--- config.mk ---
export PLATFORM = sky130hd
export DESIGN_NAME = pwr_mode_ctrl
export DESIGN_NICKNAME = d
export VERILOG_FILES = /design/src/rtl/pmc_pkg.sv /design/src/rtl/pmc_stop_sel.sv /design/src/rtl/pmc_wake_mask.sv /design/src/rtl/pmc_seq.sv /design/src/rtl/pwr_mode_ctrl.sv
export SDC_FILE = /design/constraint.sdc
export NUM_CORES = 1
export LEC_CHECK = 0
export BUFFER_PORTS_ARGS = -buffer_cell sky130_fd_sc_hd__buf_4
export CAP_MARGIN = 25
export CORE_MARGIN = 1
export CORE_UTILIZATION = 48
export DETAILED_ROUTE_END_ITERATION = 8
export HOLD_SLACK_MARGIN = 0.08
export PLACE_DENSITY = 0.83
export SYNTH_ARGS = -nofsm -noshare
export SYNTH_HDL_FRONTEND = slang
export SYNTH_HIERARCHICAL = 1
export SYNTH_SLANG_ARGS = --single-unit
--- constraint.sdc ---
create_clock -name clk -period 4.65 [get_ports clk]
set_input_delay 0.465 -clock clk [delete_from_list [all_inputs] [get_ports clk]]
set_output_delay 0.465 -clock clk [all_outputs]
set_load 0.1 [all_outputs]
--- src/rtl/pmc_pkg.sv ---
package pmc_pkg;
   typedef enum logic [1:0] {
      PM_RUN   = 2'd0,
      PM_SLEEP = 2'd1,
      PM_STOP  = 2'd2,
      PM_STBY  = 2'd3
   } pm_mode_e;

   localparam int WAKE_W  = 11;
   localparam int WK_IRQ  = 0;
   localparam int WK_EXTI = 1;
   localparam int WK_AUTO = 2;
   localparam int WK_RTMR = 3;
   localparam int WK_WDOG = 4;
   localparam int WK_RTC  = 5;
   localparam int WK_TAMP = 6;
   localparam int WK_PIN  = 7;
   localparam int WK_XRST = 8;
   localparam int WK_BOR  = 9;
   localparam int WK_CSS  = 10;

   // which wake bit may end a given low-power mode
   function automatic logic wake_allowed(input int idx, input pm_mode_e m,
                                         input logic deep, input logic keep_radio);
      logic ok;
      ok = 1'b0;
      if (m == PM_SLEEP) begin
         ok = 1'b1;
      end else if (m == PM_STOP) begin
         if (idx == WK_IRQ)      ok = 1'b0;
         else if (idx == WK_CSS) ok = ~deep;
         else                    ok = 1'b1;
      end else if (m == PM_STBY) begin
         if (idx >= WK_WDOG && idx <= WK_BOR) ok = 1'b1;
         else if (idx == WK_RTMR)             ok = keep_radio;
         else                                 ok = 1'b0;
      end
      return ok;
   endfunction
endpackage

--- src/rtl/pmc_stop_sel.sv ---
module pmc_stop_sel #(
   parameter int N_KER  = 4,
   parameter int N_AUTO = 2
) (
   input  logic [N_KER-1:0]  kern_req,
   input  logic [N_AUTO-1:0] auto_req,
   output logic              deep_ok
);
   if (N_KER < 1 || N_AUTO < 1) begin : g_bad_cfg
      $error("pmc_stop_sel: N_KER and N_AUTO must be at least 1");
   end

   // deep stop only when no clock consumer remains
   assign deep_ok = ~(|kern_req) & ~(|auto_req);
endmodule

--- src/rtl/pmc_wake_mask.sv ---
module pmc_wake_mask
   import pmc_pkg::*;
#(
   parameter int W = WAKE_W
) (
   input  pm_mode_e     mode,
   input  logic         deep,
   input  logic         keep_radio,
   output logic [W-1:0] mask
);
   if (W != WAKE_W) begin : g_bad_w
      $error("pmc_wake_mask: W must equal WAKE_W");
   end

   for (genvar i = 0; i < W; i++) begin : g_bit
      assign mask[i] = wake_allowed(i, mode, deep, keep_radio);
   end
endmodule

--- src/rtl/pmc_seq.sv ---
module pmc_seq
   import pmc_pkg::*;
#(
   parameter int W = WAKE_W
) (
   input  logic         clk,
   input  logic         rst_n,
   input  logic         enter,
   input  logic [1:0]   req,
   input  logic         deep_ok,
   input  logic         ll_ds,
   input  logic [1:0]   keep_sram_in,
   input  logic         keep_radio_in,
   input  logic [W-1:0] hit,
   output pm_mode_e     mode,
   output logic         deep,
   output logic [1:0]   keep_sram,
   output logic         keep_radio,
   output logic         downgrade,
   output logic [W-1:0] cause,
   output logic         hsi,
   output logic         rst_req
);
   logic     take;
   logic     any_hit;
   pm_mode_e target;

   assign take    = (mode == PM_RUN) && enter && (req != 2'd0);
   assign any_hit = (mode != PM_RUN) && (|hit);

   always_comb begin
      target = pm_mode_e'(req);
      if (req == 2'd3 && !ll_ds) target = PM_STOP;
   end

   always_ff @(posedge clk or negedge rst_n) begin
      if (!rst_n) begin
         mode       <= PM_RUN;
         deep       <= 1'b0;
         keep_sram  <= '0;
         keep_radio <= 1'b0;
         downgrade  <= 1'b0;
         cause      <= '0;
         hsi        <= 1'b0;
         rst_req    <= 1'b0;
      end else begin
         rst_req <= 1'b0;
         if (take) begin
            mode       <= target;
            deep       <= deep_ok;
            keep_sram  <= keep_sram_in;
            keep_radio <= keep_radio_in;
            if (req == 2'd3 && !ll_ds) downgrade <= 1'b1;
         end else if (any_hit) begin
            mode    <= PM_RUN;
            cause   <= hit;
            hsi     <= (mode != PM_SLEEP);
            rst_req <= (mode == PM_STBY);
         end
      end
   end

   p_stby_guard_r4: assert property (@(posedge clk) disable iff (!rst_n)
      (mode == PM_RUN && enter && req == 2'd3 && !ll_ds) |=> (mode == PM_STOP && downgrade));
   p_sticky_r11: assert property (@(posedge clk) disable iff (!rst_n)
      downgrade |=> downgrade);
   p_wake_run_r6: assert property (@(posedge clk) disable iff (!rst_n)
      (mode != PM_RUN && |hit) |=> (mode == PM_RUN));
   p_hold_r6: assert property (@(posedge clk) disable iff (!rst_n)
      (mode != PM_RUN && hit == '0) |=> $stable(mode));
   p_rst_pulse_r8: assert property (@(posedge clk) disable iff (!rst_n)
      rst_req |=> !rst_req);
   p_rst_stby_r8: assert property (@(posedge clk) disable iff (!rst_n)
      (mode == PM_STBY && |hit) |=> rst_req);
   p_hsi_stop_r7: assert property (@(posedge clk) disable iff (!rst_n)
      (mode == PM_STOP && |hit) |=> (hsi && !rst_req));
endmodule

--- src/rtl/pwr_mode_ctrl.sv ---
module pwr_mode_ctrl
   import pmc_pkg::*;
#(
   parameter int N_KER  = 4,
   parameter int N_AUTO = 2
) (
   input  logic              clk,
   input  logic              rst_n,
   input  logic              lp_enter,
   input  logic [1:0]        lp_req,
   input  logic [1:0]        lp_keep_sram,
   input  logic              lp_keep_radio,
   input  logic [N_KER-1:0]  kern_clk_req,
   input  logic [N_AUTO-1:0] auto_bus_req,
   input  logic              ll_deep_sleep,
   input  logic [10:0]       wake_src,
   output logic [1:0]        mode,
   output logic              stop_deep,
   output logic              cpu_clk_en,
   output logic              sys_clk_en,
   output logic              hs_osc_en,
   output logic              bus_clk_en,
   output logic              core_pwr_en,
   output logic [1:0]        sram_ret,
   output logic              radio_ret,
   output logic              downgrade,
   output logic [10:0]       wake_cause,
   output logic              wake_clk_hsi,
   output logic              reset_req
);
   localparam int W = WAKE_W;

   pm_mode_e     cur;
   logic         deep_ok, deep_r, keep_radio_r;
   logic [1:0]   keep_sram_r;
   logic [W-1:0] mask, hit;
   logic [4:0]   en;

   pmc_stop_sel #(.N_KER(N_KER), .N_AUTO(N_AUTO)) u_sel (
      .kern_req(kern_clk_req), .auto_req(auto_bus_req), .deep_ok(deep_ok));

   pmc_wake_mask #(.W(W)) u_mask (
      .mode(cur), .deep(deep_r), .keep_radio(keep_radio_r), .mask(mask));

   assign hit = wake_src & mask;

   pmc_seq #(.W(W)) u_seq (
      .clk(clk), .rst_n(rst_n), .enter(lp_enter), .req(lp_req),
      .deep_ok(deep_ok), .ll_ds(ll_deep_sleep),
      .keep_sram_in(lp_keep_sram), .keep_radio_in(lp_keep_radio),
      .hit(hit), .mode(cur), .deep(deep_r), .keep_sram(keep_sram_r),
      .keep_radio(keep_radio_r), .downgrade(downgrade), .cause(wake_cause),
      .hsi(wake_clk_hsi), .rst_req(reset_req));

   always_comb begin
      unique case (cur)
         PM_RUN:   en = 5'b11111;
         PM_SLEEP: en = 5'b01111;
         PM_STOP:  en = deep_r ? 5'b00001 : 5'b00011;
         default:  en = 5'b00000;
      endcase
   end

   assign {cpu_clk_en, sys_clk_en, hs_osc_en, bus_clk_en, core_pwr_en} = en;
   assign mode      = cur;
   assign stop_deep = (cur == PM_STOP) && deep_r;
   assign sram_ret  = (cur == PM_STBY) ? keep_sram_r : 2'b00;
   assign radio_ret = (cur == PM_STBY) && keep_radio_r;

   p_run_only_entry_r2: assert property (@(posedge clk) disable iff (!rst_n)
      (cur != PM_RUN && (wake_src & mask) == '0) |=> (mode == $past(mode)));
   p_no_reset_from_sleep_r8: assert property (@(posedge clk) disable iff (!rst_n)
      (cur == PM_SLEEP) |=> !reset_req);
   p_stby_needs_ll_r4: assert property (@(posedge clk) disable iff (!rst_n)
      (cur == PM_RUN && lp_enter && lp_req == 2'd3) |=> (cur == PM_STBY) == $past(ll_deep_sleep));
endmodule

# Yosys cells after proc, flatten, opt, wreduce, memory -nomap -nowiden
# Cells that the tools add are included.
[totals] ff_bits=20 inputBits=26 output_inout_bits=25
[op_classes] n_eq_ne=5 n_mux=19 n_bitwise=6 n_reduce_logical=16
[ops] op="case mux 5 bit (3 select lines)" n=1
[ops] op="2-to-1 mux 1 bit" n=13
[ops] op="AND 11 bit" n=1
[ops] op="OR reduction 11 bit" n=1
[ops] op="2-to-1 mux 2 bit" n=5
[ops] op="equality test 2 bit (second input constant)" n=3
[ops] op="logical AND 1 bit" n=6
[ops] op="nonzero test 2 bit" n=3
[ops] op="inverter 1 bit" n=4
[ops] op="AND reduction 2 bit" n=2
[ops] op="OR reduction 4 bit" n=1
[ops] op="equality test 2 x 1 -> 1 bit (second input constant)" n=1
[ops] op="logical NOT 2 bit" n=1
[ops] op="!= test 2 x 1 -> 1 bit (second input constant)" n=1
[ops] op="OR reduction 2 bit" n=1
[ops] op="AND 1 bit" n=1
[ops] op="logical NOT 1 bit" n=1

# Depth between registers and ports, before layout
# Gate-level depths: netlist of run 1.
[logic_depth] ltp_word=9 mapped_depth=9

# Cells and area by module
# Netlist of run 1, hierarchy kept.
[by_module_without_submodules] module="pmc_seq" n_inst=1 cells_per_inst=54 area_per_inst_um2=788.3 seq_area_each_um2=500.5
[by_module_without_submodules] module="pmc_wake_mask" n_inst=1 cells_per_inst=16 area_per_inst_um2=126.4 seq_area_each_um2=0.0
[by_module_without_submodules] module="pwr_mode_ctrl" n_inst=1 cells_per_inst=20 area_per_inst_um2=120.1 seq_area_each_um2=0.0
[by_module_without_submodules] module="pmc_stop_sel" n_inst=1 cells_per_inst=2 area_per_inst_um2=17.5 seq_area_each_um2=0.0

# Least setup slack after synthesis of run 1
# No wires, ideal clock.
[synth_path] path_kind="reg-to-output" start="reg u_seq.mode[0]" end="out bus_clk_en" arrival_ns=3.141 t_required_ns=4.185 path_slack_ns=1.044 stages_incl_launch_ff=2 path_cell_list="dfrtp_1 > o21ai_0"
[synth_via] elab_chain_cells=2
[synth_lines] item="start: declaration" line_no="pmc_seq.sv:15" rtl="output pm_mode_e mode,"
[synth_lines] item="start signal: assignment" line_no="pmc_seq.sv:49" rtl="mode <= target;"
[synth_lines] item="equality test 2 bit (tied with other cells)"
[synth_lines] item="case mux 5 bit (3 select lines) *" line_no="pwr_mode_ctrl.sv:56" rtl="unique case (cur)"
[synth_lines] item="end: declaration" line_no="pwr_mode_ctrl.sv:22" rtl="output logic bus_clk_en,"
# Mark *: on every way between the ends. The rest lies on a longest branch, timed or not.

# Worst setup path in the final report of run 1
[layout_path] start="reg u_seq.mode[1]" end="reg u_seq.cause[9]"
[layout_lines] item="equality test 2 x 1 -> 1 bit" line_no="pmc_pkg.sv:27" rtl="if (m == PM_SLEEP) begin"
[layout_lines] item="2-to-1 mux 1 bit" line_no="pmc_pkg.sv:27"
[layout_lines] item="net mask[0]" line_no="pwr_mode_ctrl.sv:36" rtl="logic [W-1:0] mask, hit;"
[layout_lines] item="AND 11 bit" line_no="pwr_mode_ctrl.sv:45" rtl="assign hit = wake_src & mask;"
[layout_lines] item="OR reduction 11 bit" line_no="pmc_seq.sv:29" rtl="assign any_hit = (mode != PM_RUN) && (|hit);"
[layout_lines] item="logical AND 1 bit" line_no="pmc_seq.sv:29"
[layout_lines] item="AND reduction 2 bit (no line)"
[layout_lines] item="end signal: assignment" line_no="pmc_seq.sv:56" rtl="cause <= hit;"
[layout_lines] item="end: declaration" line_no="pmc_seq.sv:20" rtl="output logic [W-1:0] cause,"
# The timed path passes the listed nets, and every way through them passes these cells.
# A chain may end at the register's enable or synchronous reset.

==> summary.md, run 1 <==
| Metric | Value |
|---|---|
| Initial antenna violation count | `0` |
| Initial drt markers | `26` |
| Maximum root-to-sink buffer count | `2` |
| Post-synthesis sequential area ratio | `0.476` |
| Fmax | `0.342 GHz` |
| Routed Antenna Nets | `0` |
| Area share of the largest cell type after synthesis | `0.476` |
| Max Cap Viol | `0` |
| CTS Buf Count | `3` |
| Diode count | `0` |
| Syn Nets | `between 100 and 150` |
| DRC | `0` |
| Slew HR | `0.488` |
| H-tree levels | `1` |
| Data arrival, critical path | `3150 ps` |
| Hold_ws | `404 ps` |
| Placed cell area | `1400 sq um` |
| Setup TNS | `0 ps` |
| Crit Path Max Fanout | `17` |
| Min-delay src | `lp_keep_radio` |
| Clk_lat worst skew | `290 ps` |
| Routability Congestion | `0.807` |
| Tcrit/Tclk final | `0.629` |
| Global-route wire length before repair | `between 3000 and 4000 um` |
| Setup Fix Bufs, Post-CTS | `0` |
| Cell accounting for the most synthesized area | `dfrtp_1` |
| Reg-to-reg startpoint | `u_seq/mode[1]$_DFFE_PN0P_` |
| Final setup vio count | `0` |
| Routed len/inst | `14.2 um` |
| RSZ-0062 raised after global routing | `false` |
| Post-CTS sizing | `0` |
| Mean Syn Cell Area | `approximately 11 sq um` |
| Synth Cell Area | `1050 sq um` |
| WP data required | `4880 ps` |
| Number of global-route vias before repair | `880` |
| Starting Density | `0.526` |
| Die Wd | `48.8 um` |
| Mapped Cells | `between 90 and 100` |
| Crit path kind | `register to register` |
| Worst slew pin tran | `around 760 ps` |
| CTS tree | `yes` |
| Synth-to-Final Area Change | `35.9%` |
| CTS clk-pin slew, worst paths | `100 ps` |
| Fin. Hold Viols | `0` |
| Drt pass-1 iters | `4` |
| Crit path time final | `2920 ps` |
| Slew Viols, Final | `0` |
| Core footprint | `~2000 sq um` |
| Final instance area | `1430 sq um` |
| DR vias | `858` |
| Post-layout util | `0.714` |
| Synth area leaders | `dfrtp_1 (48%), a22o_1 (11%), and2_1 (6.5%)` |
| Status | `complete, no violations` |
| Clock skew | `approximately 3.1 ps` |
| Die H | `48.8 um` |
| Crit. End Element | `register` |
| Synth cell types | `27` |
| DR vias/cell | `about 5.2` |
| Root Buffer | `clkbuf_4` |
| Layout Nets | `around 170` |
| Post-DP HPWL | `1780 um` |
| I/O pin total | `approximately 50` |
| Die Area | `2380 sq um` |
| Hold crit path type | `input pin to register` |
| YS warnings | `6` |
| Row count | `16` |
| Worst setup SP type | `register` |
| Synthesis-stage register bit count | `20` |
| Routed wire length | `2320 um` |
| Crit path launch | `u_seq/mode[1]$_DFFE_PN0P_` |
| Share of layout cells above drive strength 1 | `0.453` |
| Pin count of the biggest net entering global routing | `21` |
| CTS sink cnt | `20` |
| GR Overflow Total | `0` |
| Total global-route track usage | `0.211` |
| IO Port Bufs | `50` |
[sequential cells by signal, indices dropped and copies added (netlist names)]
| name | count |
|---|---|
| u_seq/cause | 11 |
| u_seq/keep_sram | 2 |
| u_seq/mode | 2 |
| u_seq/deep | 1 |
| u_seq/downgrade | 1 |
| u_seq/hsi | 1 |
| u_seq/keep_radio | 1 |
| u_seq/rst_req | 1 |
[cell usage after synthesis]
cell type  instances
a211o_1            1
a21boi_0           1
a21o_1             1
a22o_1            13
a32o_1             1
a41o_1             1
and2_1            11
and3_1             4
and3b_1            1
buf_4              8
clkbuf_1           1
dfrtp_1           20
ha_1               4
inv_1              6
mux2_2             4
nand2_1            1
nor2_1             2
nor3_1             1
nor3_2             1
o211a_1            1
o21ai_0            1
o31ai_1            1
o31ai_2            1
or2_2              1
or3_1              2
or4_1              1
or4_4              2
[stage by stage]
step,setup WS [ps],cells
6_report,1730,164
5_1_grt,1450,164
4_1_cts,1720,164
3_5_place_dp,1750,160
3_3_place_gp,1880,160
2_1_floorplan,1040,92
[metal layers]
| layer | GRT usage | vias up | share of wire |
|---|---|---|---|
| li1 | - | 419 | - |
| met1 | 0.286 | 409 | 0.45 |
| met2 | 0.340 | 30 | 0.50 |
| met3 | 0.0343 | 0 | 0.047 |
| met4 | 0.0784 | 0 | 0 |
| met5 | 0 | - | 0 |
[placed cells by master (no fill, tap or decap), types with 2 or more instances in the layout]
cell and instances:
a22o_1 13, and2_1 11, and3_1 4, buf_4 50, clkbuf_4 3, dfrtp_1 20, ha_1 4, inv_1 6
mux2_2 4, nor2_1 2, or3_1 2, or4_4 2
[cell type report]
cell class	count	area, sq um
fillers	156	572
repair buffers	51	385
well taps	27	33.8
inverters	6	22.5
clock buffers	3	22.5
multi-input cells	57	465
flip-flops and latches	20	500
[path summary, 6_finish.rpt]
kind,to,slack (ps),depth (start not counted)
worst max-delay path,u_seq/cause[9]$_DFFE_PN0P_,1730,7
max in group asynchronous,u_seq/deep$_DFFE_PN0P_,3880,2
worst min register to register,u_seq/downgrade$_DFFE_PN0P_,510,1
min in group asynchronous,u_seq/cause[8]$_DFFE_PN0P_,570,2
worst max register to register,u_seq/cause[9]$_DFFE_PN0P_,1730,7
worst min-delay path,u_seq/keep_radio$_DFFE_PN0P_,400,2
[worst max-delay path: stages (launching register included)]
cell	delay (ps)
dfrtp_1	630
inv_1	130
ha_1	240
a211o_1	260
and2_1	140
or4_4	510
o31ai_2	700
a22o_1	240
[cells by family (layout without fill, tap and decap cells)]
logic type               count (synthesis)  after routing  synth area share
AND/OR/NAND/NOR                         27             27             0.169
AO/OA/AOI/OAI                           22             22             0.183
buffers and inverters                   15             60            0.0820
multiplexers                             4              4            0.0428
adder cells (fa/ha/maj)                  4              4            0.0476
flip-flops                              20             20             0.476
[timing repair]
action,4_1_cts,5_1_grt
hold buffers,1,0
setup endpoints to repair,0,0
hold endpoints to repair,20,0
Power of run 1 is left out: the tool's default activity adds up to more than one toggle a clock period on the data nets, which glitch-free logic cannot reach.
==> run 2, diff against run 1 <==
--- a/config.mk
+++ b/config.mk
@@ -5,13 +5,14 @@
 export SDC_FILE = /design/constraint.sdc
 export NUM_CORES = 1
 export LEC_CHECK = 0
+export ABC_AREA = 1
 export BUFFER_PORTS_ARGS = -buffer_cell sky130_fd_sc_hd__buf_4
 export CAP_MARGIN = 25
 export CORE_MARGIN = 1
-export CORE_UTILIZATION = 48
+export CORE_UTILIZATION = 42
 export DETAILED_ROUTE_END_ITERATION = 8
 export HOLD_SLACK_MARGIN = 0.08
-export PLACE_DENSITY = 0.83
+export PLACE_DENSITY = 0.75
 export SYNTH_ARGS = -nofsm -noshare
 export SYNTH_HDL_FRONTEND = slang
 export SYNTH_HIERARCHICAL = 1
==> constraint.sdc (replaced) <==
create_clock -name clk -period 2.6 [get_ports clk]
set_input_delay 0.26 -clock clk [delete_from_list [all_inputs] [get_ports clk]]
set_output_delay 0.26 -clock clk [all_outputs]
set_load 0.1 [all_outputs]
==> summary.md, run 2 <==
| Metric | Value |
|---|---|
| Post-synth top flop | `dfrtp_1` |
| Routed len/inst | `11.2 um` |
| Fmax | `slightly above 0.5 GHz` |
| Crit. End Element | `register` |
| Tcrit/Tclk final | `0.751` |
| Drt pass-1 iters | `4` |
| Post-DP HPWL | `2100 um` |
| GR Overflow Total | `0` |
| Cell chain of the critical path | `inv_1, ha_1, nor2_1, nand2_1, nand2_1, inv_1, nor2_1, nand2_1, nor2_2, nand2_2, nand2_2, nand2_1, nand2_1` |
| CP max stage cell | `dfrtp_2` |
| Sequential share of power | `0.233` |
| Final setup vio count | `0` |
| RSZ-0062 raised after global routing | `false` |
| Synth Cell Area | `1140 sq um` |
| Share of layout cells above drive strength 1 | `0.322` |
| Biggest regs | `u_seq/cause (11), u_seq/keep_sram (2), u_seq/mode (2)` |
| Cell mode on critical path | `nand2_1` |
| Diode count | `0` |
| Comb power frac | `0.648` |
| I/O pin total | `between 50 and 60` |
| Data arrival, critical path | `2200 ps` |
| Layout Nets | `233` |
| DRC | `0` |
| Max Cap Viol | `0` |
| Final instance area | `approximately 1600 sq um` |
| Root Buffer | `clkbuf_4` |
| Row count | `18` |
| Int Power | `851 uW` |
| Slew HR | `0.788` |
| Fin. Hold Viols | `0` |
| Initial drt markers | `14` |
| Cell accounting for the most synthesized area | `dfrtp_1` |
| Tot Pwr | `2.16 mW` |
| Routability Congestion | `between 0.8 and 0.9` |
| Synth cell types | `16` |
| Syn Nets | `approximately 190` |
| Worst slew pin tran | `317 ps` |
| Core footprint | `2520 sq um` |
| Die Wd | `between 50 and 60 um` |
| Total global-route track usage | `0.205` |
| Number of global-route vias before repair | `1029` |
| Reg-to-reg startpoint | `u_seq/mode[0]$_DFFE_PN0P_` |
| Hold crit path type | `input pin to register` |
| CTS Buf Count | `3` |
| Sw power | `roughly 1.3 mW` |
| Routed wire length | `2610 um` |
| Crit path launch | `u_seq/mode[0]$_DFFE_PN0P_` |
| Hold Path Stages | `3` |
| DR vias | `around 1100` |
| Crit path time final | `1950 ps` |
| Max reg flops | `11` |
| Highest ir drop seen on vdd | `1.16 mV` |
| Worst R2R Path Depth | `13` |
| Worst path max stage delay | `480 ps` |
| IO Port Bufs | `50` |
| Clock skew | `a little over 4 ps` |
| Synth-to-Final Area Change | `37.1%` |
| Asr flop ratio synth | `1.00` |
| Slew Viols, Final | `0` |
| CTS sink cnt | `20` |
| WP data required | `between 2000 and 3000 ps` |
| Most frequent cells after synthesis | `nand2_1 (59), inv_1 (25), dfrtp_1 (20)` |
| Crit Path Max Fanout | `15` |
| Global-route wire length before repair | `4280 um` |
| Setup Fix Bufs, Post-CTS | `0` |
| Largest Register | `u_seq/cause` |
| Hold_ws | `between 100 and 150 ps` |
| Mapped Cells | `around 160` |
| Most frequent cell after synthesis | `nand2_1` |
| Synth area leaders | `dfrtp_1 (44%), nand2_1 (19%), inv_1 (8.3%)` |
| H-tree levels | `1` |
| Initial antenna violation count | `0` |
| Crit path kind | `register to register` |
| Routed Antenna Nets | `0` |
| Die H | `54.0 um` |
| Switch share | `0.607` |
| Commonest non-fill, non-tap cell in the layout | `nand2_1` |
| Status | `complete, no violations` |
| CTS clk-pin slew, worst paths | `120 ps` |
| Placed Cells | `227` |
| DR vias/cell | `4.63` |
| Placed cell area | `1500 sq um` |
| Die Area | `2920 sq um` |
| YS warnings | `6` |
| Setup TNS | `0 ps` |
| Starting Density | `0.451` |
| Worst setup SP type | `register` |
| Synthesis-stage register bit count | `20` |
| Post-synthesis sequential area ratio | `0.440` |
| Number of flops mapped to enable cells by yosys | `0` |
| CTS tree | `yes` |
| Clk_lat worst skew | `300 ps` |
| P_leak | `0.939 nW` |
| Maximum root-to-sink buffer count | `2` |
| Mean Syn Cell Area | `7.24 sq um` |
| Fin cells | `232` |
| Min-delay src | `lp_keep_sram[1]` |
| Most frequent cells in the layout | `nand2_1 (59), buf_4 (50), inv_1 (25)` |
| PwrDens | `1390 nW/um^2` |
| Clock share of power | `0.119` |
| Area share of the largest cell type after synthesis | `0.440` |
| Pin count of the biggest net entering global routing | `21` |
[run 2: final cells by class]
cell class / count / area (sq um)
inverter: 25 / 93.8
timing repair buffer: 51 / 385
multi-input combinational: 102 / 487
tap: 30 / 37.5
clock buffer: 3 / 22.5
clock inverter: 1 / 30.0
fill: 240 / 963
sequential: 20 / 503
[run 2: metrics by stage]
| stage | util | setup WS (ps) |
|---|---|---|
| after floorplan | - | 83.7 |
| after CTS | 0.618 | 649 |
| final | 0.618 | 648 |
| after detailed placement | 0.593 | 674 |
| after global routing | 0.618 | 423 |
| after global placement | 0.593 | 760 |
[run 2: what timing repair did]
item / in CTS / in global routing
hold endpoints to repair: 20 / 0
hold buffers: 1 / 0
gates resized for setup: 0 / 0
[run 2: cell families (layout without fill, tap and decap cells)]
family | after synthesis | count (layout) | share of synthesized area
simple gates | 94 | 94 | 0.349
fa+ha+maj | 4 | 4 | 0.0440
flops | 20 | 20 | 0.440
compound gates | 4 | 4 | 0.0198
buf+inv | 35 | 80 | 0.147
[run 2: path summary, 6_finish.rpt]
| kind | to | slack (ps) |
|---|---|---|
| worst max-delay path | u_seq/hsi$_DFFE_PN0P_ | 650 |
| worst min-delay path | u_seq/keep_sram[1]$_DFFE_PN0P_ | 150 |
| min in group asynchronous | u_seq/cause[7]$_DFFE_PN0P_ | 360 |
| worst min register to register | u_seq/keep_sram[1]$_DFFE_PN0P_ | 490 |
| max in group asynchronous | u_seq/mode[1]$_DFFE_PN0P_ | 2000 |
| worst max register to register | u_seq/hsi$_DFFE_PN0P_ | 650 |
[run 2: power by group through the flow]
stage	registers, mW	clock network [mW]	logic, mW
after CTS	0.507	0.263	1.41
final	0.505	0.257	1.40
after global placement	0.506	0	1.39
after detailed placement	0.514	0	1.40
after global routing	0.526	0.274	1.48
after floorplan	1.24	0	0.438
[run 2: worst max-delay path, delay by kind of cell, from the launching register on]
family | cells | cell delay (ps)
simple gates | 10 | 1050
buf+inv | 2 | 160
flops | 1 | 480
fa+ha+maj | 1 | 210
[run 2: per-layer routing]
layer	vias up	GRT usage	share of wire
met4	0	0.0641	0.0088
met3	2	0.0339	0.068
li1	548	-	-
met1	474	0.227	0.42
met2	50	0.391	0.51
met5	-	0	0
Note: power is estimated with default switching activity, not from simulation.
